## config.mk

```make
export PLATFORM = sky130hd
export DESIGN_NAME = rot_regfile
export DESIGN_NICKNAME = d
export VERILOG_FILES = /design/src/rtl/rot_regfile.sv
export SDC_FILE = /design/constraint.sdc
export NUM_CORES = 1
export LEC_CHECK = 0
export BUFFER_PORTS_ARGS = -buffer_cell sky130_fd_sc_hd__buf_2
export CAP_MARGIN = 25
export CORE_MARGIN = 2
export CORE_UTILIZATION = 60
export DETAILED_ROUTE_END_ITERATION = 8
export PLACE_DENSITY = 0.78
export SLEW_MARGIN = 20
export SYNTH_ARGS = -nofsm -noshare
export SYNTH_HDL_FRONTEND = slang
export SYNTH_SLANG_ARGS = --single-unit
```

## constraint.sdc

```tcl
create_clock -name clk -period 3.7 [get_ports clk]
set_input_delay 0.37 -clock clk [delete_from_list [all_inputs] [get_ports clk]]
set_output_delay 0.37 -clock clk [all_outputs]
set_load 0.02 [all_outputs]
```

## src/rtl/rot_regfile.sv

```systemverilog
module rot_regfile #(
  parameter int NROT  = 8,
  parameter int NSTAT = 8,
  parameter int W     = 16,
  localparam int NPHYS = NROT + NSTAT,
  localparam int SW    = $clog2(NPHYS),
  localparam int BW    = (NROT > 1) ? $clog2(NROT) : 1
) (
  input  logic          clk,
  input  logic          rst_n,
  input  logic          base_clr,
  input  logic          rotate,
  input  logic [SW-1:0] ra_spec,
  output logic [W-1:0]  ra_data,
  input  logic [SW-1:0] rb_spec,
  output logic [W-1:0]  rb_data,
  input  logic          wr_en,
  input  logic [SW-1:0] wr_spec,
  input  logic [W-1:0]  wr_data,
  output logic [BW-1:0] rot_base
);

  logic [W-1:0]  rf [NPHYS];
  logic [BW-1:0] base_q;
  logic [SW-1:0] ra_phys, rb_phys, wr_phys;

  function automatic logic [SW-1:0] to_phys(input logic [SW-1:0] s, input logic [BW-1:0] b);
    logic [SW:0] sum;
    if ({1'b0, s} < (SW+1)'(NROT)) begin
      sum = {1'b0, s} + (SW+1)'(b);
      if (sum >= (SW+1)'(NROT)) sum = sum - (SW+1)'(NROT);
      return sum[SW-1:0];
    end
    return s;
  endfunction

  assign ra_phys  = to_phys(ra_spec, base_q);
  assign rb_phys  = to_phys(rb_spec, base_q);
  assign wr_phys  = to_phys(wr_spec, base_q);
  assign ra_data  = rf[ra_phys];
  assign rb_data  = rf[rb_phys];
  assign rot_base = base_q;

  always_ff @(posedge clk or negedge rst_n) begin
    if (!rst_n) base_q <= '0;
    else if (base_clr) base_q <= '0;
    else if (rotate) base_q <= (base_q == '0) ? BW'(NROT - 1) : base_q - 1'b1;
  end

  always_ff @(posedge clk or negedge rst_n) begin
    if (!rst_n) begin
      for (int i = 0; i < NPHYS; i++) rf[i] <= '0;
    end else if (wr_en) begin
      rf[wr_phys] <= wr_data;
    end
  end

  p_base_range_r4: assert property (@(posedge clk) disable iff (!rst_n)
    {1'b0, rot_base} < (BW+1)'(NROT));

  p_base_dec_r4: assert property (@(posedge clk) disable iff (!rst_n)
    (rotate && !base_clr) |=>
      rot_base == (($past(rot_base) == '0) ? BW'(NROT - 1) : $past(rot_base) - 1'b1));

  p_clr_wins_r5: assert property (@(posedge clk) disable iff (!rst_n)
    base_clr |=> rot_base == '0);

  p_base_hold_r4: assert property (@(posedge clk) disable iff (!rst_n)
    (!rotate && !base_clr) |=> $stable(rot_base));

  p_static_map_r3: assert property (@(posedge clk) disable iff (!rst_n)
    ({1'b0, ra_spec} >= (SW+1)'(NROT)) |-> ra_phys == ra_spec);

  p_write_lands_r7: assert property (@(posedge clk) disable iff (!rst_n)
    wr_en |=> rf[$past(wr_phys)] == $past(wr_data));

  p_no_write_r9: assert property (@(posedge clk) disable iff (!rst_n)
    !wr_en |=> $stable(rf[0]) && $stable(rf[NPHYS-1]));

endmodule

```

* Word level (Yosys, flattened, before mapping)
Cells that the tools add are included.
** Cells by class
- Add/sub/neg operators :: 7
- Mux-type cells :: 24
- Reductions and logical operators :: 3
- Bitwise operators :: 3
- Magnitude comparators :: 10
** Operator list (count)
- $bwmux W256 :: 1
- $bmux W16 S4 :: 2
- $mux W16 :: 5
- $demux W16 S4 :: 1
- $mux W4 :: 9
- $add A4 B3 Y5 :: 3
- $ge A5 B4 Y1 const B :: 3
- $ge A5 B5 Y1 const B :: 3
- $not A4 Y5 :: 3
- $lt A4 B4 Y1 const B :: 3
- $sub A4 B4 Y4 const B :: 3
- $mux W3 :: 3
- $lt A5 B1 Y1 const B :: 1
- $logic_not A3 Y1 :: 1
- $mux W1 :: 3
- $sub A3 B1 Y3 const B :: 1
- $reduce_bool A2 Y1 :: 1
- $logic_and A1 B1 Y1 :: 1
** Word-level totals
- Input bits :: 33
- Word-level logic and storage cells :: 64
- Flip-flop bits (word level) :: 259

* Logic depth before layout (Yosys ltp)
- Depth after elaboration :: 11
- Depth in mapped cells :: 8
- Depth with buffers taken out :: 7

* Least setup slack after synthesis
OpenSTA, ideal clock, no wires.
- Path kind :: register -> output
- Start :: reg base_q[0], in the netlist rot_base[0]
- End :: out ra_data[11]
- Data arrival time :: 2.665 ns
- Stages on the path, launching flop included :: 9
- Slack :: 0.665 ns
- Cell sequence :: dfrtp_1 > ha_1 > fa_1 > mux2i_1 > buf_2 > buf_2 > mux2_2 > a22oi_1 > nand4_1
** On the way
- Word-level cells in the longest chain between the ends :: 9
- Elaborated cells on any way between the ends :: 10
- Those cells by class :: 2 x add/sub; 1 x order compare; 6 x mux; 1 x bitwise
** Ends and longest elaborated chain
- from (decl) :: line 24 : logic [BW-1:0] base_q;
- from (signal assigned) :: line 47 : else if (rotate) base_q <= (base_q == '0) ? BW'(NROT - 1) : base_q - 1'b1;
- $add A4 B3 Y5 * :: line 30 : sum = {1'b0, s} + (SW+1)'(b);
- $sub A4 B4 Y4 / $ge A5 B4 Y1 (equally long branches) :: line 31 : if (sum >= (SW+1)'(NROT)) sum = sum - (SW+1)'(NROT);
- $mux W4 * :: line 31
- $mux W4 * :: line 29 : if ({1'b0, s} < (SW+1)'(NROT)) begin
- $mux W4 * :: line 34 : return s;
- $not A4 Y5 (not written as such) * :: line 40 : assign ra_data = rf[ra_phys];
- $bmux W16 S4 * :: line 40
- $mux W16 (not written as such) * (2 in series) :: line 40
- to (decl) :: line 14 : output logic [W-1:0] ra_data,
Every way passes the cells marked *; elsewhere a longest branch is shown, timed or not. The select of a mux whose other input is x is not followed.

* Worst setup path after layout
- Start :: reg base_q[0], in the netlist rot_base[0]
- End :: out ra_data[1]
The elaborated chain is that of the path after synthesis.

==> impl_results.md <==
* Status: finished, final reports clean
* Die Area at 25000 µm²
* CP Buf/Inv Count at 5
* Crit. End Element: output port
* DP Area at 15100 µm²
* CTS H-tree depth at 1
* Initial DRC count at 1216
* Initial Util at 0.609
* RSZ-0062 raised after global routing: yes
* Hold Fails Final Rpt at 0
* Netlist cell types at 45
* HPWL Detailed at roughly 24000 µm
* Worst setup margin at about 0.025 ns
* DR vias at 10300
* Main synth FF type: dfrtp_1
* Syn_area_per_cell at approximately 13 µm²
* Std-Cell Rows at 56
* Synth area leaders: dfrtp_1 45%, mux2_2 27%, mux2i_1 7.0%
* Net Count, Synth at 1106
* Max VDD drop at 313 µV
* Gr usage total at 0.347
* Ys async rst share at 1.00
* Synth top area share at 0.455
* CORE AREA at 23400 µm²
* Crit Path Class: reg2out
* Global-route wire length before repair at 63200 µm
* Die Y at 158 µm
* Post-route ant nets at 0
* Clk_lat worst skew at roughly 0.55 ns
* Number of flops mapped to enable cells by yosys at 0
* Clock-pin slew on the worst setup and hold paths at 0.06 ns
* P_leak at 7.33 nW
* Max Freq at 0.272 GHz
* Synth Instances at approximately 1100
* Placed cell count at approximately 1400
* Final std cells w/o fill at 1483
* Largest net degree at the start of global routing at 106
* Max Cap Viol at 0
* Max Buffers Root-to-Sink at 3
* Clock buffer count from CTS at 28
* Worst hold path class: in2reg
* NumNets Final at approximately 1200
* Final Instance Area at 16700 µm²
* Pre-antenna DRT Iters at 7
* WHS at 0.0728 ns
* Final wirelength at between 40000 and 50000 µm
* CTS tree: yes
* CP delay by family, top: buffers and inverters
* Layout cells sized above 1 at 0.515
* Number of synthesis warnings at 0
* Cell Chain, Critical Path: buf_4, ha_1, fa_2, mux2i_4, buf_6, buf_4, nor3_2, buf_6, a22oi_1, nand4_1, buf_2
* Rel. slew slack at 0.251
* Fin crit share at 0.993
* Post-route DRC at 0
* Seq/Total Area, Yosys at 0.455
* CP max stage delay at ~0.58 ns
* Cell taking the most area after synthesis: dfrtp_1
* Number of synthesized register bits at ~260
* TNS Setup at 0 ns
* Final setup violation count at 0
* Critical path peak fanout at 16
* Area growth syn-to-layout at 16.9%
* I/O Pins at between 60 and 70
* Clock sink count at 259
* Root Driver: clkbuf_16
* Setup Skew at 0.0102 ns
* WP data arrival at 3.30 ns
* Total gr overflow at 0
* Fin. max-slew vios at 0
* Die Wd at 158 µm
* Crit path required time at 3.33 ns
* Power per Cell Area at 705 nW/µm²
* Drt wl/cell at about 30 µm
* Gpl congestion at 0.869
* Critical path's slowest cell: fa_2
* Final Critical Period at 3.67 ns
* Vias per cell at 6.93
* Critical Path Start Type: flop
* Mapped Area at approximately 14000 µm²
* Port bufs at 67
* Initial antenna violation count at 1
* Place WS at 0.288 ns
* Vias in the first global route at 10200
* Actual slew at the worst max-slew pin at 1.12 ns
-- synthesized netlist by cell type (2+ instances only) --
master and count:
nand3_1 4, nor3b_1 2, nor2_2 2, nand4_1 19, clkbuf_2 2, mux4_2 32
xnor2_1 2, nor2_1 7, xor2_1 2, buf_4 8, or4_1 16, nand2_1 22
o211ai_1 2, fa_1 3, inv_1 4, nor2b_1 19, a22oi_1 48, mux2_1 7
clkbuf_1 27, nor3_1 5, mux2_2 345, o21a_1 2, buf_2 38, nor3_4 2
o22ai_1 48, buf_6 7, or3_1 2, o21ai_1 2, dfrtp_1 259, nand2b_1 3
buf_1 2, ha_1 8, mux2i_1 99
-- cells by family (layout without fill, tap and decap cells) --
kind of cell               count (synthesis)  after routing  synth area share
muxes                                    484            484             0.400
DFF                                      259            259             0.455
and+or+nand+nor                          110            110            0.0477
AOI/OAI and AO/OA                        105            105            0.0506
buffers and inverters                     88            189            0.0325
adders and majority gates                 11             11            0.0112
xor gates and xnor gates                   5              5           0.00360
other                                      0              1                 0
-- worst paths after layout --
check / from / to / slack (ns) / depth (start not counted)
min reg2reg: rf[254]$_DFFE_PN0P_ / rf[254]$_DFFE_PN0P_ / 0.51 / 1
max reg2reg: rot_base[0]$_DFFE_PN0P_ / rf[171]$_DFFE_PN0P_ / 0.83 / 8
max in group asynchronous: rst_n / rf[205]$_DFFE_PN0P_ / 2.27 / 3
min: rotate / rot_base[1]$_DFFE_PN0P_ / 0.07 / 2
max: rot_base[0]$_DFFE_PN0P_ / ra_data[1] / 0.03 / 11
min in group asynchronous: rst_n / rot_base[1]$_DFFE_PN0P_ / 0.41 / 2
-- flip-flops by register name, indices dropped and copies added, names as in the netlist --
signal    count
rf          256
rot_base      3
-- metal layers --
layer  track usage  part of all wire
met5             0           0.00025
met4         0.157             0.050
met3        0.0660             0.086
met2         0.553              0.47
met1         0.463              0.40
-- power by group --
| part | total (mW) | leakage, nW | internal, mW | switching, mW |
|---|---|---|---|---|
| clock network | 2.82 | 0.464 | 1.68 | 1.15 |
| registers | 4.74 | 3.19 | 3.91 | 0.833 |
| logic | 4.19 | 3.67 | 2.33 | 1.86 |
-- stage by stage --
| step | power (mW) | utilization |
|---|---|---|
| 5_1_grt | 12.2 | 0.712 |
| 3_5_place_dp | 8.41 | 0.644 |
| 6_report | 11.8 | 0.712 |
| 3_3_place_gp | 8.24 | 0.644 |
| 2_1_floorplan | 7.25 | - |
| 4_1_cts | 11.4 | 0.698 |
-- layout make-up --
class                      count  area [µm²]
antenna                        1        2.50
clock buffer                  45         875
clock inverter                 5        61.3
fill                        1560        6740
inverter                       4        15.0
multi-input combinational    715        7510
sequential                   259        6480
tap                          319         399
timing repair buffer         135        1320
-- repair_timing --
item                       in CTS  in global routing
cloned                          4                  5
setup endpoints to repair      20                 26
buffers inserted               10                  5
hold buffers                    2                  0
resized for setup              35                 41
hold endpoints to repair      103                  0
pin swaps                       3                  7
-- cell usage in the layout, fill, tap and decap left out, types with 4 or more instances in the layout --
master,synthesis,routed
a22oi_1,48,43
a22oi_2,0,5
buf_12,0,12
buf_2,38,48
buf_4,8,41
buf_6,7,21
clkbuf_1,27,6
clkbuf_16,0,33
clkbuf_8,0,11
dfrtp_1,259,258
ha_1,8,7
inv_1,4,4
mux2_1,7,7
mux2_2,345,345
mux2i_1,99,93
mux2i_4,1,5
mux4_2,32,32
nand2_1,22,22
nand3_1,4,4
nand4_1,19,19
nor2_1,7,7
nor2b_1,19,18
nor3_2,0,4
o22ai_1,48,47
or4_4,0,14
Power figures use the tool's default switching activity.
